**config.mk**
```make
export PLATFORM = sky130hd
export DESIGN_NAME = dcdc_drive_gen
export DESIGN_NICKNAME = d
export VERILOG_FILES = /design/src/rtl/dcdc_pkg.sv /design/src/rtl/dcdc_phase_ctr.sv /design/src/rtl/dcdc_fb_sync.sv /design/src/rtl/dcdc_chan.sv /design/src/rtl/dcdc_drive_gen.sv
export SDC_FILE = /design/constraint.sdc
export NUM_CORES = 1
export LEC_CHECK = 0
export BUFFER_PORTS_ARGS = -buffer_cell sky130_fd_sc_hd__buf_2
export CORE_AREA = 2 2 60 62
export CTS_CLUSTER_DIAMETER = 80
export DETAILED_ROUTE_END_ITERATION = 8
export DIE_AREA = 0 0 62 64
export SYNTH_ARGS = -nofsm -noshare
export SYNTH_HDL_FRONTEND = slang
export SYNTH_SLANG_ARGS = --single-unit
```
**constraint.sdc**
```tcl
create_clock -name clk -period 2.6 [get_ports clk]
set_clock_uncertainty 0.1 [all_clocks]
set_input_delay 0 -clock clk [delete_from_list [all_inputs] [get_ports clk]]
set_output_delay 0 -clock clk [all_outputs]
set_load 0.05 [all_outputs]
```
**src/rtl/dcdc_pkg.sv**
```systemverilog
package dcdc_pkg;
  localparam int unsigned STEPS  = 16;
  localparam int unsigned PH_W   = $clog2(STEPS);
  localparam int unsigned DUTY_W = PH_W;
  localparam int unsigned NCH    = 2;

  typedef logic [PH_W-1:0]   phase_t;
  typedef logic [DUTY_W-1:0] duty_t;

  // Output level for one step: high while the phase is below the duty.
  function automatic logic level_at(phase_t ph, duty_t duty, logic en);
    return en && (ph < duty);
  endfunction
endpackage

```
**src/rtl/dcdc_phase_ctr.sv**
```systemverilog
module dcdc_phase_ctr
  import dcdc_pkg::*;
#(
  parameter int unsigned N_STEPS = STEPS
) (
  input  logic   clk,
  input  logic   rst_n,
  input  logic   tick,
  output phase_t ph,
  output phase_t ph_nxt,
  output logic   wrap
);
  localparam phase_t LAST = phase_t'(N_STEPS - 1);

  logic at_last;

  assign at_last = (ph == LAST);
  assign wrap    = tick && at_last;
  assign ph_nxt  = at_last ? '0 : ph + phase_t'(1);

  always_ff @(posedge clk) begin
    if (!rst_n) begin
      ph <= '0;
    end else if (tick) begin
      ph <= ph_nxt;
    end
  end


  idle_hold_chk: assert property (@(posedge clk) disable iff (!rst_n)
    !tick |=> $stable(ph));


  step_move_chk: assert property (@(posedge clk) disable iff (!rst_n)
    tick |=> (ph != $past(ph)));
endmodule

```
**src/rtl/dcdc_fb_sync.sv**
```systemverilog
module dcdc_fb_sync #(
  parameter int unsigned STAGES = 2
) (
  input  logic clk,
  input  logic rst_n,
  input  logic d,
  output logic q
);
  logic [STAGES-1:0] sh;

  always_ff @(posedge clk) begin
    if (!rst_n) begin
      sh <= '0;
    end else begin
      sh <= {sh[STAGES-2:0], d};
    end
  end

  assign q = sh[STAGES-1];
endmodule

```
**src/rtl/dcdc_chan.sv**
```systemverilog
module dcdc_chan
  import dcdc_pkg::*;
(
  input  logic   clk,
  input  logic   rst_n,
  input  logic   tick,
  input  logic   wrap,
  input  phase_t ph,
  input  phase_t ph_nxt,
  input  duty_t  duty_in,
  input  logic   en_in,
  output logic   drv
);
  duty_t duty_q;
  logic  en_q;
  logic  drv_q;
  duty_t nxt_duty;
  logic  nxt_en;

  // Values that hold during the step that the coming tick opens.
  assign nxt_duty = wrap ? duty_in : duty_q;
  assign nxt_en   = wrap ? en_in   : en_q;

  always_ff @(posedge clk) begin
    if (!rst_n) begin
      duty_q <= '0;
      en_q   <= 1'b0;
      drv_q  <= 1'b0;
    end else if (tick) begin
      if (wrap) begin
        duty_q <= duty_in;
        en_q   <= en_in;
      end
      drv_q <= level_at(ph_nxt, nxt_duty, nxt_en);
    end
  end

  assign drv = drv_q;


  duty_zero_low_chk: assert property (@(posedge clk) disable iff (!rst_n)
    (duty_q == '0) |-> !drv_q);


  gate_off_low_chk: assert property (@(posedge clk) disable iff (!rst_n)
    !en_q |-> !drv_q);


  on_window_chk: assert property (@(posedge clk) disable iff (!rst_n)
    drv_q |-> (ph < duty_q));


  duty_hold_chk: assert property (@(posedge clk) disable iff (!rst_n)
    !wrap |=> $stable(duty_q));


  en_hold_chk: assert property (@(posedge clk) disable iff (!rst_n)
    !wrap |=> $stable(en_q));
endmodule

```
**src/rtl/dcdc_drive_gen.sv**
```systemverilog
module dcdc_drive_gen
  import dcdc_pkg::*;
#(
  parameter int unsigned SYNC_STAGES = 2
) (
  input  logic              clk,
  input  logic              rst_n,
  input  logic              step_tick,
  input  logic [DUTY_W-1:0] duty_a,
  input  logic [DUTY_W-1:0] duty_b,
  input  logic              fb_a,
  input  logic              fb_b,
  output logic              drv_a,
  output logic              drv_b
);
  phase_t ph;
  phase_t ph_nxt;
  logic   wrap;

  duty_t          duty_v [NCH];
  logic [NCH-1:0] fb_v;
  logic [NCH-1:0] en_s;
  logic [NCH-1:0] drv_v;

  assign duty_v[0] = duty_a;
  assign duty_v[1] = duty_b;
  assign fb_v      = {fb_b, fb_a};

  dcdc_phase_ctr #(.N_STEPS(STEPS)) u_phase (
    .clk    (clk),
    .rst_n  (rst_n),
    .tick   (step_tick),
    .ph     (ph),
    .ph_nxt (ph_nxt),
    .wrap   (wrap)
  );

  for (genvar c = 0; c < NCH; c++) begin : g_ch
    dcdc_fb_sync #(.STAGES(SYNC_STAGES)) u_sync (
      .clk   (clk),
      .rst_n (rst_n),
      .d     (fb_v[c]),
      .q     (en_s[c])
    );

    dcdc_chan u_chan (
      .clk     (clk),
      .rst_n   (rst_n),
      .tick    (step_tick),
      .wrap    (wrap),
      .ph      (ph),
      .ph_nxt  (ph_nxt),
      .duty_in (duty_v[c]),
      .en_in   (en_s[c]),
      .drv     (drv_v[c])
    );
  end

  assign drv_a = drv_v[0];
  assign drv_b = drv_v[1];


  reset_low_chk: assert property (@(posedge clk)
    !rst_n |=> (!drv_a && !drv_b && (ph == '0)));
endmodule

```
==> reports/qor_table.md <==
| Quantity | Reported |
|:---|:---|
| Status | finished clean |
| Number of DRC violations after detailed routing | 0 |
| Number of setup violations in the final report | 0 |
| Fraction of final layout cells with drive strength greater than 1 | 0.221 |
| Number of search-and-repair iterations in the first detailed-routing pass | 2 |
| Maximum number of pins on one net before global-route repair | 23 |
| RSZ-0062 raised after global routing | false |
| Io pins | 15 |
| Root buffer cell | sky130_fd_sc_hd__clkbuf_4 |
| Number of antenna violations at the first check in global routing | 0 |
| Area of the die | 3970 sq um |
| Post-place setup slack | 0.408 ns |
| Element type at the critical path end | register |
| Number of distinct library cells after synthesis | 24 |
| Final hold viol count | 0 |
| Gr usage total | 0.0913 |
| CTS resizes | 0 |
| Area share of the largest cell type after synthesis | 0.426 |
| Total via count in the routed design | 683 |
| Max-capacitance violation count | 0 |
| Number of flip-flops and latches in the synthesized netlist | 20 |
| Net count after synthesis | 108 |
| Worst ir drop on vdd | 112 uV |
| Remaining Overflow, GRT | 0 |
| Setup crit start kind | register |
| Minimum hold slack | 0.0143 ns |
| Setup ws final | 0.379 ns |
| Number of buffers added by the clock tree synthesis step | 3 |
| Area occupied by multi-input gates | 495 sq um |
| Post-synthesis instance area | 941 sq um |
| Peak fanout along the critical path | 9 |
| Clk Latency, worst-skew pair | 0.29 ns |
| Mean post-synth cell area | 10.7 sq um |
| Die width | 62 um |
| Sequential fraction of the synthesis area | 0.426 |
| Buffers from clock root to sink, at most | 2 |
| Commonest register cell after synthesis | sky130_fd_sc_hd__dfxtp_1 |
| Worst relative slew slack | 0.794 |
| FFs w/ async S/R, synth | 0 |
| Most used standard cell by instance count after synthesis | sky130_fd_sc_hd__dfxtp_1 |
| Vertical die dimension | 64 um |
| Wire length after detailed routing | 1600 um |
| Wire length of the first global-routing pass | 2680 um |
| CTS H-tree lvls | 1 |
| Initial Util | 0.286 |
| Post-DR wirelength/cell | 10.0 um |
| Antenna Cells | 0 |
| ANT nets after route | 0 |
| Number of buffers added to fix hold violations after cts | 11 |
| Setup Buffers After CTS | 0 |
| Clock transition at the registers of the reported paths | 0.11 ns |
| Class of the most critical hold timing path | input pin to register |
| Quantity of I/O buffers inserted on ports | 14 |
| Post-synth top cells | sky130_fd_sc_hd__dfxtp_1, sky130_fd_sc_hd__mux2i_1, sky130_fd_sc_hd__nor2b_1, sky130_fd_sc_hd__and2_1, sky130_fd_sc_hd__ha_1 |
| Number of inserted filler cells in the final layout | 328 |
| Total number of clock tree sinks | 20 |
| Warning count from the yosys run | 0 |
| Main area contributors after synthesis | sky130_fd_sc_hd__dfxtp_1, sky130_fd_sc_hd__mux2i_1, sky130_fd_sc_hd__ha_1, sky130_fd_sc_hd__nor2b_1, sky130_fd_sc_hd__and2_1 |
| Number of global-route vias before repair | 651 |
| Pins Over Slew Limit | 0 |
| Worst endpoint data arrival time | 2.33 ns |
| Sequential cell area | 400 sq um |
| Synth Instances | 88 |
| Power density over cell area | 481 nW/um^2 |
| Area grow syn2layout | 25.9% |
| Cell taking the most area after synthesis | sky130_fd_sc_hd__dfxtp_1 |
| Post-route clock period utilization | 0.854 |
| Count of routing violations after the opening detailed-route iteration | 5 |
| Class of the most critical setup path | register to register |
| Final nets | 134 |
| Achievable Freq | 0.450 GHz |
| Clock tree from TritonCTS | done |
| Transition time at the pin with the least slew margin | 0.309 ns |
| Ratio of routed vias to standard cells | 4.30 |
| Final GP Congestion | 0.765 |
| Number of flops mapped to enable cells by yosys | 0 |
| Leakage | 0.000547 uW |
| Total power | 570 uW |
| Final sum of negative setup slack | 0 ns |
| CORE AREA | 3280 sq um |
| Minimum clock period after layout | 2.22 ns |
| Number of placement rows | 21 |
| CP required | 2.70 ns |
-- path summary, 6_finish.rpt --
path,endpoint,cells after the start,startpoint,slack (ns)
setup / recovery,g_ch[1].u_chan.drv$_SDFFE_PN0P_,8,u_phase.ph[0]$_SDFFE_PN0P_,0.38
setup reg to reg,g_ch[1].u_chan.drv$_SDFFE_PN0P_,8,u_phase.ph[0]$_SDFFE_PN0P_,0.38
hold / removal,u_phase.ph[3]$_SDFFE_PN0P_,3,rst_n,0.01
hold reg to reg,g_ch[0].u_sync.sh[1]$_SDFF_PN0_,1,g_ch[0].u_sync.sh[0]$_SDFF_PN0_,0.34
-- cells by family after synthesis --
family,count (synthesis),share of synthesized area
flip-flops,20,0.426
multiplexers,12,0.138
buffers and inverters,7,0.0479
XOR/XNOR,2,0.0186
adder cells (fa/ha/maj),7,0.0931
AO/OA/AOI/OAI,12,0.105
AND/OR/NAND/NOR,28,0.172
-- flip-flops by register name, indices dropped and copies added, names as in the netlist --
signal	flops
g_ch.u_chan.drv	2
g_ch.u_chan.en_q	2
g_ch.u_sync.sh	4
u_phase.ph	4
g_ch.u_chan.duty_q	8
-- per-stage QoR --
| step | util | std cells | instance area, sq um |
|---|---|---|---|
| 2_1_floorplan | - | 88 | 941 |
| 3_3_place_gp | 0.316 | 144 | 1040 |
| 3_5_place_dp | 0.316 | 144 | 1040 |
| 4_1_cts | 0.361 | 159 | 1180 |
| 5_1_grt | 0.361 | 159 | 1180 |
| 6_report | 0.361 | 159 | 1180 |
-- per-layer routing --
metal  part of all wire  vias to the layer above  global-route usage
met4              0.012                        0              0.0479
li1                   -                      355                   -
met1               0.51                      313               0.109
met3              0.030                        2              0.0182
met5                  0                        -                   0
met2               0.45                       13               0.148
-- layout by cell type (no fill, tap or decap), drive strengths merged, types with 3 or more instances in the layout --
cell,n
nand2,3
buf,15
a21oi,4
mux2i,10
and2,7
nor2b,10
dlygate4sd3,11
clkbuf,4
nand3,3
dfxtp,20
ha,7
-- area by class of cell --
| class | instances | area share |
|---|---|---|
| multi-input cells | 61 | 0.418 |
| flip-flops and latches | 20 | 0.338 |
| repair buffers | 26 | 0.158 |
| well taps | 46 | 0.0486 |
| clock buffers | 4 | 0.0306 |
| inverters | 2 | 0.00634 |
-- power breakdown --
| part | switching [uW] | internal [uW] |
|---|---|---|
| Combinational | 34.6 | 40.8 |
| Sequential | 5.26 | 313 |
| Clock | 90.7 | 85.2 |
| Total | 131 | 439 |
-- critical path: stages (launching register included) --
cell                      delay [ns]
sky130_fd_sc_hd__dfxtp_1        0.42
sky130_fd_sc_hd__ha_1           0.27
sky130_fd_sc_hd__nand4_1        0.17
sky130_fd_sc_hd__buf_4          0.23
sky130_fd_sc_hd__mux2i_1        0.23
sky130_fd_sc_hd__ha_1           0.28
sky130_fd_sc_hd__nand2_1        0.07
sky130_fd_sc_hd__nand3_1        0.08
sky130_fd_sc_hd__o41ai_2        0.28
Power figures use the tool's default switching activity.
